`config.mk`:
```
export PLATFORM = sky130hd
export DESIGN_NAME = mbox_router
export DESIGN_NICKNAME = d
export VERILOG_FILES = /design/src/rtl/mbox_router_pkg.sv /design/src/rtl/mbox_fifo.sv /design/src/rtl/mbox_send_decode.sv /design/src/rtl/mbox_rsp_scan.sv /design/src/rtl/mbox_router.sv
export SDC_FILE = /design/constraint.sdc
export NUM_CORES = 1
export LEC_CHECK = 0
export CAP_MARGIN = 20
export CELL_PAD_IN_SITES_DETAIL_PLACEMENT = 1
export CELL_PAD_IN_SITES_GLOBAL_PLACEMENT = 1
export CORE_UTILIZATION = 37
export DETAILED_ROUTE_END_ITERATION = 7
export PLACE_DENSITY_LB_ADDON = 0.1
export SYNTH_ARGS = -nofsm -noshare
export SYNTH_HDL_FRONTEND = slang
export SYNTH_SLANG_ARGS = --single-unit
export TNS_END_PERCENT = 5
```
`constraint.sdc`:
```
create_clock -name clk -period 6.78 [get_ports clk]
set_clock_uncertainty 0.1 [all_clocks]
set_input_delay 1.356 -clock clk [delete_from_list [all_inputs] [get_ports clk]]
set_output_delay 1.356 -clock clk [all_outputs]
set_load 0.03 [all_outputs]
```
`src/rtl/mbox_router_pkg.sv`:
```
package mbox_router_pkg;
  localparam int CH_W = 4;
  localparam logic [3:0] SEND_PAGE = 4'hA;

  typedef enum logic [2:0] {
    DISP_NONE,
    DISP_DELIVER,
    DISP_DEFER,
    DISP_DROP_FULL,
    DISP_DROP_CHAN
  } disp_e;
endpackage

```
`src/rtl/mbox_fifo.sv`:
```
module mbox_fifo #(
  parameter int DW    = 32,
  parameter int DEPTH = 4
) (
  input  logic          clk,
  input  logic          rst_n,
  input  logic          push,
  input  logic [DW-1:0] push_data,
  input  logic          pop,
  output logic [DW-1:0] head,
  output logic          empty,
  output logic          full
);
  localparam int AW = (DEPTH > 1) ? $clog2(DEPTH) : 1;
  localparam logic [AW:0]   DEPTH_C = (AW+1)'(DEPTH);
  localparam logic [AW-1:0] LAST    = AW'(DEPTH - 1);

  logic [DW-1:0] mem [DEPTH];
  logic [AW-1:0] wp, rp;
  logic [AW:0]   cnt;
  logic          do_push, do_pop;

  assign empty   = (cnt == '0);
  assign full    = (cnt == DEPTH_C);
  assign do_push = push && !full;
  assign do_pop  = pop && !empty;
  assign head    = mem[rp];

  always_ff @(posedge clk) begin
    if (do_push) mem[wp] <= push_data;
  end

  always_ff @(posedge clk or negedge rst_n) begin
    if (!rst_n) begin
      wp  <= '0;
      rp  <= '0;
      cnt <= '0;
    end else begin
      if (do_push) wp <= (wp == LAST) ? '0 : wp + 1'b1;
      if (do_pop)  rp <= (rp == LAST) ? '0 : rp + 1'b1;
      case ({do_push, do_pop})
        2'b10:   cnt <= cnt + 1'b1;
        2'b01:   cnt <= cnt - 1'b1;
        default: cnt <= cnt;
      endcase
    end
  end
endmodule

```
`src/rtl/mbox_send_decode.sv`:
```
module mbox_send_decode
  import mbox_router_pkg::*;
#(
  parameter int NUM_CH = 9,
  parameter int ADDR_W = 8
) (
  input  logic              wr_valid,
  input  logic [ADDR_W-1:0] wr_addr,
  input  logic [CH_W-1:0]   wr_chan,
  input  logic [NUM_CH-1:0] ch_busy,
  input  logic              req_full,
  output disp_e             disp,
  output logic [NUM_CH-1:0] target
);
  localparam logic [CH_W:0]     CH_LIMIT = (CH_W+1)'(NUM_CH);
  localparam logic [NUM_CH-1:0] ONE      = NUM_CH'(1);

  logic is_send, chan_ok;

  assign is_send = wr_valid && (wr_addr[ADDR_W-1 -: 4] == SEND_PAGE);
  assign chan_ok = ({1'b0, wr_chan} < CH_LIMIT);
  assign target  = chan_ok ? (ONE << wr_chan) : '0;

  always_comb begin
    disp = DISP_NONE;
    if (is_send) begin
      if (req_full)                disp = DISP_DROP_FULL;
      else if (!chan_ok)           disp = DISP_DROP_CHAN;
      else if (|(ch_busy & target)) disp = DISP_DEFER;
      else                         disp = DISP_DELIVER;
    end
  end
endmodule

```
`src/rtl/mbox_rsp_scan.sv`:
```
module mbox_rsp_scan #(
  parameter int NUM_CH = 9,
  parameter int DW     = 32
) (
  input  logic                 enable,
  input  logic [NUM_CH-1:0]    avail,
  input  logic [NUM_CH*DW-1:0] words,
  output logic [NUM_CH-1:0]    grant,
  output logic [DW-1:0]        sel_word
);
  logic [NUM_CH:0]    seen;
  logic [DW-1:0]      masked [NUM_CH];
  logic [DW-1:0]      acc    [NUM_CH+1];

  assign seen[0] = 1'b0;
  assign acc[0]  = '0;

  for (genvar i = 0; i < NUM_CH; i++) begin : g_lane
    assign seen[i+1]  = seen[i] | avail[i];
    assign grant[i]   = enable && avail[i] && !seen[i];
    assign masked[i]  = grant[i] ? words[i*DW +: DW] : '0;
    assign acc[i+1]   = acc[i] | masked[i];
  end

  assign sel_word = acc[NUM_CH];
endmodule

```
`src/rtl/mbox_router.sv`:
```
module mbox_router
  import mbox_router_pkg::*;
#(
  parameter int NUM_CH    = 9,
  parameter int DATA_W    = 32,
  parameter int ADDR_W    = 8,
  parameter int REQ_DEPTH = 4,
  parameter int RSP_DEPTH = 4
) (
  input  logic                     clk,
  input  logic                     rst_n,
  input  logic                     wr_valid,
  input  logic [ADDR_W-1:0]        wr_addr,
  input  logic [DATA_W-1:0]        wr_data,
  input  logic [NUM_CH-1:0]        ch_busy,
  output logic [NUM_CH-1:0]        ch_req_valid,
  output logic [DATA_W-1:0]        ch_req_data,
  input  logic [NUM_CH-1:0]        ch_rsp_valid,
  input  logic [NUM_CH*DATA_W-1:0] ch_rsp_data,
  output logic [NUM_CH-1:0]        ch_rsp_ready,
  output logic                     req_q_valid,
  output logic [DATA_W-1:0]        req_q_data,
  input  logic                     req_q_ready,
  output logic                     rsp_out_valid,
  output logic [DATA_W-1:0]        rsp_out_data,
  input  logic                     rsp_out_ready,
  input  logic                     irq_en,
  output logic                     irq,
  output logic                     err_ovf,
  output logic                     err_chan,
  output logic                     err_proto
);
  localparam logic [DATA_W-1:0] SENTINEL = '1;

  disp_e             disp;
  logic [NUM_CH-1:0] target;
  logic              req_full, req_empty;
  logic              rsp_full, rsp_empty;
  logic              rsp_take, rsp_bad;
  logic [DATA_W-1:0] rsp_sel_data;

  mbox_send_decode #(.NUM_CH(NUM_CH), .ADDR_W(ADDR_W)) u_dec (
    .wr_valid (wr_valid),
    .wr_addr  (wr_addr),
    .wr_chan  (wr_data[CH_W-1:0]),
    .ch_busy  (ch_busy),
    .req_full (req_full),
    .disp     (disp),
    .target   (target)
  );

  mbox_fifo #(.DW(DATA_W), .DEPTH(REQ_DEPTH)) u_req_q (
    .clk       (clk),
    .rst_n     (rst_n),
    .push      (disp == DISP_DEFER),
    .push_data (wr_data),
    .pop       (req_q_ready),
    .head      (req_q_data),
    .empty     (req_empty),
    .full      (req_full)
  );

  mbox_rsp_scan #(.NUM_CH(NUM_CH), .DW(DATA_W)) u_scan (
    .enable   (!rsp_full),
    .avail    (ch_rsp_valid),
    .words    (ch_rsp_data),
    .grant    (ch_rsp_ready),
    .sel_word (rsp_sel_data)
  );

  assign rsp_take = |ch_rsp_ready;
  assign rsp_bad  = (rsp_sel_data == SENTINEL);

  mbox_fifo #(.DW(DATA_W), .DEPTH(RSP_DEPTH)) u_rsp_q (
    .clk       (clk),
    .rst_n     (rst_n),
    .push      (rsp_take && !rsp_bad),
    .push_data (rsp_sel_data),
    .pop       (rsp_out_ready),
    .head      (rsp_out_data),
    .empty     (rsp_empty),
    .full      (rsp_full)
  );

  assign req_q_valid   = !req_empty;
  assign rsp_out_valid = !rsp_empty;
  assign irq           = irq_en && !rsp_empty;

  always_ff @(posedge clk or negedge rst_n) begin
    if (!rst_n) begin
      ch_req_valid <= '0;
      ch_req_data  <= '0;
      err_ovf      <= 1'b0;
      err_chan     <= 1'b0;
      err_proto    <= 1'b0;
    end else begin
      ch_req_valid <= (disp == DISP_DELIVER) ? target : '0;
      if (disp == DISP_DELIVER) ch_req_data <= wr_data;
      err_ovf      <= (disp == DISP_DROP_FULL);
      err_chan     <= (disp == DISP_DROP_CHAN);
      err_proto    <= rsp_take && rsp_bad;
    end
  end
endmodule

```
==> results of run 1 <==
## cell usage in the layout (no fill, tap or decap), types with 6 or more instances in the layout
master           synthesis  routed
a221oi_1                18      18
a22o_1                  16      16
and2_1                   6       6
nand3b_1                12      12
clkinv_1                 0       6
a22oi_1                 33      33
clkinv_2                 0       6
a221o_1                 16      16
nor2_1                  22      22
a211oi_1                11      11
clkdlybuf4s50_1          0     464
a41oi_1                  6       6
nand3_1                 30      30
clkbuf_16                0      34
mux4_2                  66      66
inv_1                   43      43
dfrtp_1                 58      55
nor3_1                  12      12
nand2_1                 62      62
edfxtp_1               256     256
o2bb2ai_1                8       8
a31oi_1                  9       9
clkbuf_1                26       9
ha_1                    12      12
o21ai_0                 24      24
and3_1                  10      10
and3b_1                 11      11
mux2_2                  32      32
buf_4                    8      33
## kinds of logic after synthesis
| family | count (synthesis) |
|---|---|
| adders and majority gates | 14 |
| DFF | 314 |
| muxes | 100 |
| AOI/OAI and AO/OA | 173 |
| and+or+nand+nor | 217 |
| xor gates and xnor gates | 6 |
| buffers and inverters | 110 |
## routing by layer
metal	wire length, microns	share of wire (%)	GRT usage, %	vias to the layer above
li1	-	-	-	4701
met2	25200	50	42.5	357
met3	3370	6.7	6.47	52
met4	943	1.9	6.47	2
met1	20400	41	31.5	5235
met5	7	0.014	0	-
## area by class of cell
class                      instances  area (sq um)
inverter                          43           161
clock inverter                    15          86.3
antenna                            4          10.0
tap                              518           648
timing repair buffer             500          4920
clock buffer                      45           912
multi-input combinational        510          4880
sequential                       314          9140
fill                            3797         17900
## stage by stage
stage / area, sq um / cells / worst slack [ns]
floorplan: 14500 / 934 / 0.790
global route: 20800 / 1949 / 0.729
global placement: 19800 / 1884 / 0.442
detailed placement: 19800 / 1884 / 0.384
finish: 20800 / 1949 / 0.932
CTS: 20700 / 1944 / 0.911
## worst max-delay path, cell delays in order
cell             delay [ns]
clkdlybuf4s50_1        0.76
nor4_4                 0.52
buf_4                  0.29
and2_1                 0.48
a221o_1                0.28
a211o_1                0.30
nor4b_2                0.31
nand4_2                0.21
nor3_2                 0.44
or2_1                  0.17
ha_1                   0.19
inv_1                  0.07
fa_1                   0.37
xor2_1                 0.15
nor2_1                 0.11
xor2_1                 0.16
## where the power goes
group / internal (W) / total (W) / switching [W]
Combinational: 0.00134 / 0.00301 / 0.00168
Sequential: 0.00254 / 0.00274 / 0.000192
Clock: 0.000950 / 0.00166 / 0.000713
## registers in the layout (all words and copies together) (netlist names)
register / count
ch_req_data: 32
ch_req_valid: 9
err_chan: 1
err_ovf: 1
err_proto: 1
u_req_q.cnt: 3
u_req_q.mem: 128
u_req_q.rp: 2
u_req_q.wp: 2
u_rsp_q.cnt: 3
u_rsp_q.mem: 128
u_rsp_q.rp: 2
u_rsp_q.wp: 2
## path summary, 6_finish.rpt
path / to / slack (ns) / cells past startpoint
setup / recovery: u_rsp_q.cnt[2] / 0.93 / 16
hold / removal: ch_req_data[3] / 0.38 / 1
setup reg to reg: u_rsp_q.cnt[2] / 2.21 / 14
hold reg to reg: ch_req_data[3] / 0.38 / 1
max in group asynchronous: u_rsp_q.rp[0] / 5.04 / 2
min in group asynchronous: ch_req_data[23] / 0.91 / 2
==> reports/qor.yml, run 1 <==
floorplan:
  start_util_pct: 37.5
  dieArea_sq_um: 40000
  die_x_microns: 200
  die_h_microns: 200
  design.core.area_sq_um: 38600
  ioPinCount: 472
  num_rows: 72
synth:
  synth-edff-count: 256
  syn_area_sq_um: 14500
  synth-xor-area-share_pct: 0.362
  synth_ff_type: "edfxtp_1"
  synthCells: 934
  synth_common_cells: "256 x edfxtp_1, 66 x mux4_2, 62 x nand2_1, 58 x dfrtp_1, 43 x inv_1"
  synthMuxAreaShare_pct: 12.9
  netlist_top_cells_area: "edfxtp_1 53%, mux4_2 10%, dfrtp_1 10%"
  avgSynthCellArea_sq_um: 15.5
  synth_most_common_cell: "edfxtp_1"
  syn-num-nets: 1300
  yosys_warnings: 0
  yosys.area.top_type: "edfxtp_1"
  synth_cell_types: 73
  synth_seq_cells: 314
  synth.top_cell.area_share_pct: 53.0
  synth_adder_area_share_pct: 1.31
  synth_compound_area_share_pct: 9.50
  yosysSeqAreaShare_pct: 63.0
  synth-simple-area-share_pct: 9.36
  async_reset_ff_share_pct: 18.5
  synth_top_family_by_area: "multiplexers"
global_route:
  grt.total_usage_pct: 24.9
  grt_pass1_vias: 10900
  grt_max_degree: 59
  grt_pass1_wl_mm: 71.3
  globalRouteOverflowTotal: 0
  antenna_found_initial: 7
sta:
  relSlewSlack_pct: 31.2
  finalSetupTns_ns: 0
  worst_hold_slack_ns: 0.383
  finalCritPeriodShare_pct: 86.3
  max_freq_mhz: 171
  final-hold-violation-count: 0
  worst_slew_pin_slew_ns: 1.03
  finalSetupViolCount: 0
  finalCriticalPeriod_ns: 5.85
  slew_viol_final: 0
  rsz0062_at_grt: "no"
power_and_ir_drop:
  ir_drop_v: 0.000177
  finalPower_w: 0.00742
  power_density_nw_per_um2: 357
  leakagePower_nw: 7.45
clock_tree:
  clock_path_buffers: 3
  cts_tree: "built"
  cts_buffers: 34
  clk_latency_ns: 0.52
  h-tree-depth: 2
  hold_buffers: 0
  clkTransAtPathRegs_ns: 0.06
  cts_resized: 0
  cts_sinks: 314
  post_cts_buffers: 0
  clock-root-buffer: "clkbuf_16"
critical_path:
  crit_path_start_kind: "input pin"
  critPathKind: "in -> reg"
  path_max_fanout: 13
  arrival_ns: 6.19
  worst_setup_path_end_kind: "flip-flop"
  worstReg2RegStart: "u_rsp_q.cnt[0]"
  startpoint: "ch_rsp_valid[1]"
  cp.required_ns: 7.12
route:
  routed_wl_mm: 49.9
  antenna_left: 0
  drt-initial-drc-count: 546
  num_vias: 10300
  routedWlPerCell_microns: 25.6
  routed_via_density: 5.31
  drt-pass1-iter-count: 5
  drc: 0
outcome:
  status: "finished clean"
cells_and_area:
  syn_to_final_growth_pct: 43.2
  final_core_util_pct: 53.7
  drive_gt1_share_pct: 15.1
  final_nets: 1769
job:
  maxCapViolations: 0
placed_design:
  dp_hpwl_mm: 38.1
  gp_congestion: 0.926
  numPortBuffers: 467
min_path:
  worstHoldPathType: "reg -> reg"
  hp-start: "ch_req_data[3]"
Power figures use the tool's default switching activity.
==> inputs of run 2 (changes only) <==
- CORE_ASPECT_RATIO: unset -> 1.1
==> run 2 against run 1 <==
Effect of this change: power shrank 0.38%; sequential power is essentially flat; design area shrank 0.28%; critical path depth unchanged; flip-flop and latch count stayed put; hold slack improved by 0.012 ns; maximum frequency grew 2.9%; sequential share of layout area grew 0.12 points; non-clock buffer count is 6 lower; critical endpoint unchanged; largest power group unchanged.
==> reports/qor.yml, run 2 (synthesis results as in run 1) <==
cells_and_area:
  final_nets: 1759  # -0.57%
  final_cell_mix: "463 x clkdlybuf4s50_1, 256 x edfxtp_1, 66 x mux4_2"
  regArea_sq_um: 9140  # about the same
  final_common_cell: "clkdlybuf4s50_1"
  fill_cells: 3752  # -1.2%
  drive_gt1_share_pct: 15.0  # -0.18 points
  final_core_util_pct: 54.0  # +0.22 points
  syn_to_final_growth_pct: 42.8
  reg_top3: "u_req_q.mem x128, u_rsp_q.mem x128, ch_req_data x32"
  multi_input_area_sq_um: 4890  # +0.20%
critical_path:
  worst_setup_path_end_kind: "flip-flop"
  crit_path_start_kind: "input pin"
  worst_r2r_endpoint: "u_rsp_q.cnt[2]"
  max_stage_delay_ns: 0.59  # -0.17 ns
  cp.required_ns: 7.15  # +0.03 ns
  worstReg2RegStart: "u_rsp_q.cnt[0]"
  critPathKind: "in -> reg"
  path_max_fanout: 19  # +6
  r2r_cells: 14  # unchanged
  path_cells: "clkdlybuf4s50_1 > nor4_4 > buf_4 > and4_1 > a22o_1 > a211o_1 > nor4b_2 > nand4_2 > nor3_2 > or2_1 > ha_1 > inv_1 > fa_1 > xor2_1 > nor2_1 > xor2_1"
  cp_common_cell: "xor2_1"
  arrival_ns: 6.06  # -0.13 ns
  critPathCapture: "u_rsp_q.cnt[2]"
  cp_slowest_cell: "and4_1"
  startpoint: "ch_rsp_valid[2]"
  r2r_slack_ns: 1.95  # -0.26 ns
job:
  maxCapViolations: 0  # unchanged
clock_tree:
  clock-root-buffer: "clkbuf_16"
  cts_resized: 0  # unchanged
  post_cts_buffers: 0  # unchanged
  h-tree-depth: 1  # -1
  clock_path_buffers: 3  # unchanged
  clk_latency_ns: 0.55  # +0.03 ns
  hold_buffers: 0  # unchanged
  cts_buffers: 30  # -12%
  cts_sinks: 314  # unchanged
  cts_tree: "built"
  clkTransAtPathRegs_ns: 0.06  # about the same
sta:
  worst_slew_pin_slew_ns: 1.05  # +0.0140 ns
  relSlewSlack_pct: 30.2  # -0.93 points
  finalCritPeriodShare_pct: 83.9  # -2.4 points
  max_freq_mhz: 176  # +2.9%
  finalSetupViolCount: 0  # unchanged
  slew_viol_final: 0  # unchanged
  finalSetupTns_ns: 0  # unchanged
  rsz0062_at_grt: "no"
  finalCriticalPeriod_ns: 5.69  # -0.162 ns
  final-hold-violation-count: 0  # unchanged
min_path:
  worstHoldPathType: "reg -> reg"
global_route:
  antenna_found_initial: 22  # +15
  grt_pass1_vias: 11400  # +4.1%
  globalRouteOverflowTotal: 0  # unchanged
  grt_max_degree: 61  # +3.4%
  grt_pass1_wl_mm: 71.3  # about the same
  grt.total_usage_pct: 24.2  # -0.70 points
floorplan:
  design.core.area_sq_um: 38400  # -0.69%
  start_util_pct: 37.8  # +0.26 points
  die_x_microns: 191  # -4.6%
  die_h_microns: 210  # +4.8%
  dieArea_sq_um: 40000  # about the same
  num_rows: 75  # +4.2%
  ioPinCount: 472  # unchanged
power_and_ir_drop:
  power_density_nw_per_um2: 357  # about the same
  leakagePower_nw: 7.40  # -0.64%
  ir_drop_v: 0.000245  # +39%
placed_design:
  gp_congestion: 0.885  # -4.4%
  numPortBuffers: 467  # unchanged
  dp_hpwl_mm: 37.4  # -1.8%
route:
  num_vias: 10300  # -0.048%
  antenna_left: 0  # unchanged
  drt-pass1-iter-count: 4  # -1
  routedWlPerCell_microns: 25.2  # -1.6%
  drt-initial-drc-count: 524  # -4.0%
  drc: 0  # unchanged
  routed_wl_mm: 48.8  # -2.3%
  routed_via_density: 5.35  # +0.73%
outcome:
  status: "finished clean"
==> run 2: changes by cell type in the layout (fill, tap and decap cells not counted), sizes merged <==
cell and change:
diode +13, clkinv -8, buf -5, clkbuf +3, bufinv +2, inv -2
clkdlybuf4s50 -1, clkinvlp +1
==> run 2: area by class of cell <==
class | count | area share (%)
Sequential cell | 314 | 44.1
Multi-Input combinational cell | 510 | 23.6
Timing Repair Buffer | 494 | 23.5
Clock buffer | 48 | 4.30
Tap cell | 500 | 3.02
Inverter | 43 | 0.779
Clock inverter | 8 | 0.465
Antenna cell | 17 | 0.205
==> run 2: critical path: cells and delay by family <==
| family | cells | cell delay (ns) |
|---|---|---|
| compound gates | 2 | 0.51 |
| simple gates | 7 | 2.36 |
| buf+inv | 3 | 0.95 |
| fa+ha+maj | 2 | 0.55 |
| xor+xnor | 2 | 0.31 |
==> run 2: stage by stage <==
stage / instance area [sq um] / total power (W) / worst slack (ns) / hold slack, ns / std cells
floorplan: 14500 / 0.00449 / 0.790 / 0.348 / 934
global placement: 19700 / 0.00576 / 0.667 / 0.362 / 1860
detailed placement: 19700 / 0.00582 / 0.518 / 0.382 / 1860
CTS: 20700 / 0.00749 / 1.10 / 0.390 / 1916
global route: 20700 / 0.00770 / 0.797 / 0.412 / 1932
finish: 20700 / 0.00739 / 1.09 / 0.395 / 1934
==> run 2: power breakdown <==
group          switching, W  internal (W)  total [W]
Combinational       0.00165       0.00135    0.00300
Sequential         0.000191       0.00254    0.00273
Clock              0.000681      0.000975    0.00166
Total               0.00252       0.00486    0.00739
==> run 2: routing by layer <==
| layer | track usage, % | vias to the layer above | routed length (microns) |
|---|---|---|---|
| li1 | - | 4691 | - |
| met2 | 42.1 | 395 | 25100 |
| met4 | 12.1 | 6 | 1860 |
| met3 | 6.45 | 86 | 3720 |
| met1 | 27.3 | 5164 | 18000 |
| met5 | 0 | - | 32 |
==> run 2: worst min-delay path by stage <==
stage	cells after the start	startpoint	slack, ns	end
floorplan	1	u_req_q.cnt[1]	0.35	err_ovf
global placement	2	ch_req_data[1]	0.36	ch_req_data[1]
detailed placement	1	u_req_q.cnt[1]	0.38	err_ovf
CTS	1	u_req_q.cnt[1]	0.39	err_ovf
global route	1	u_req_q.cnt[1]	0.41	err_ovf
finish	1	ch_req_data[3]	0.39	ch_req_data[3]
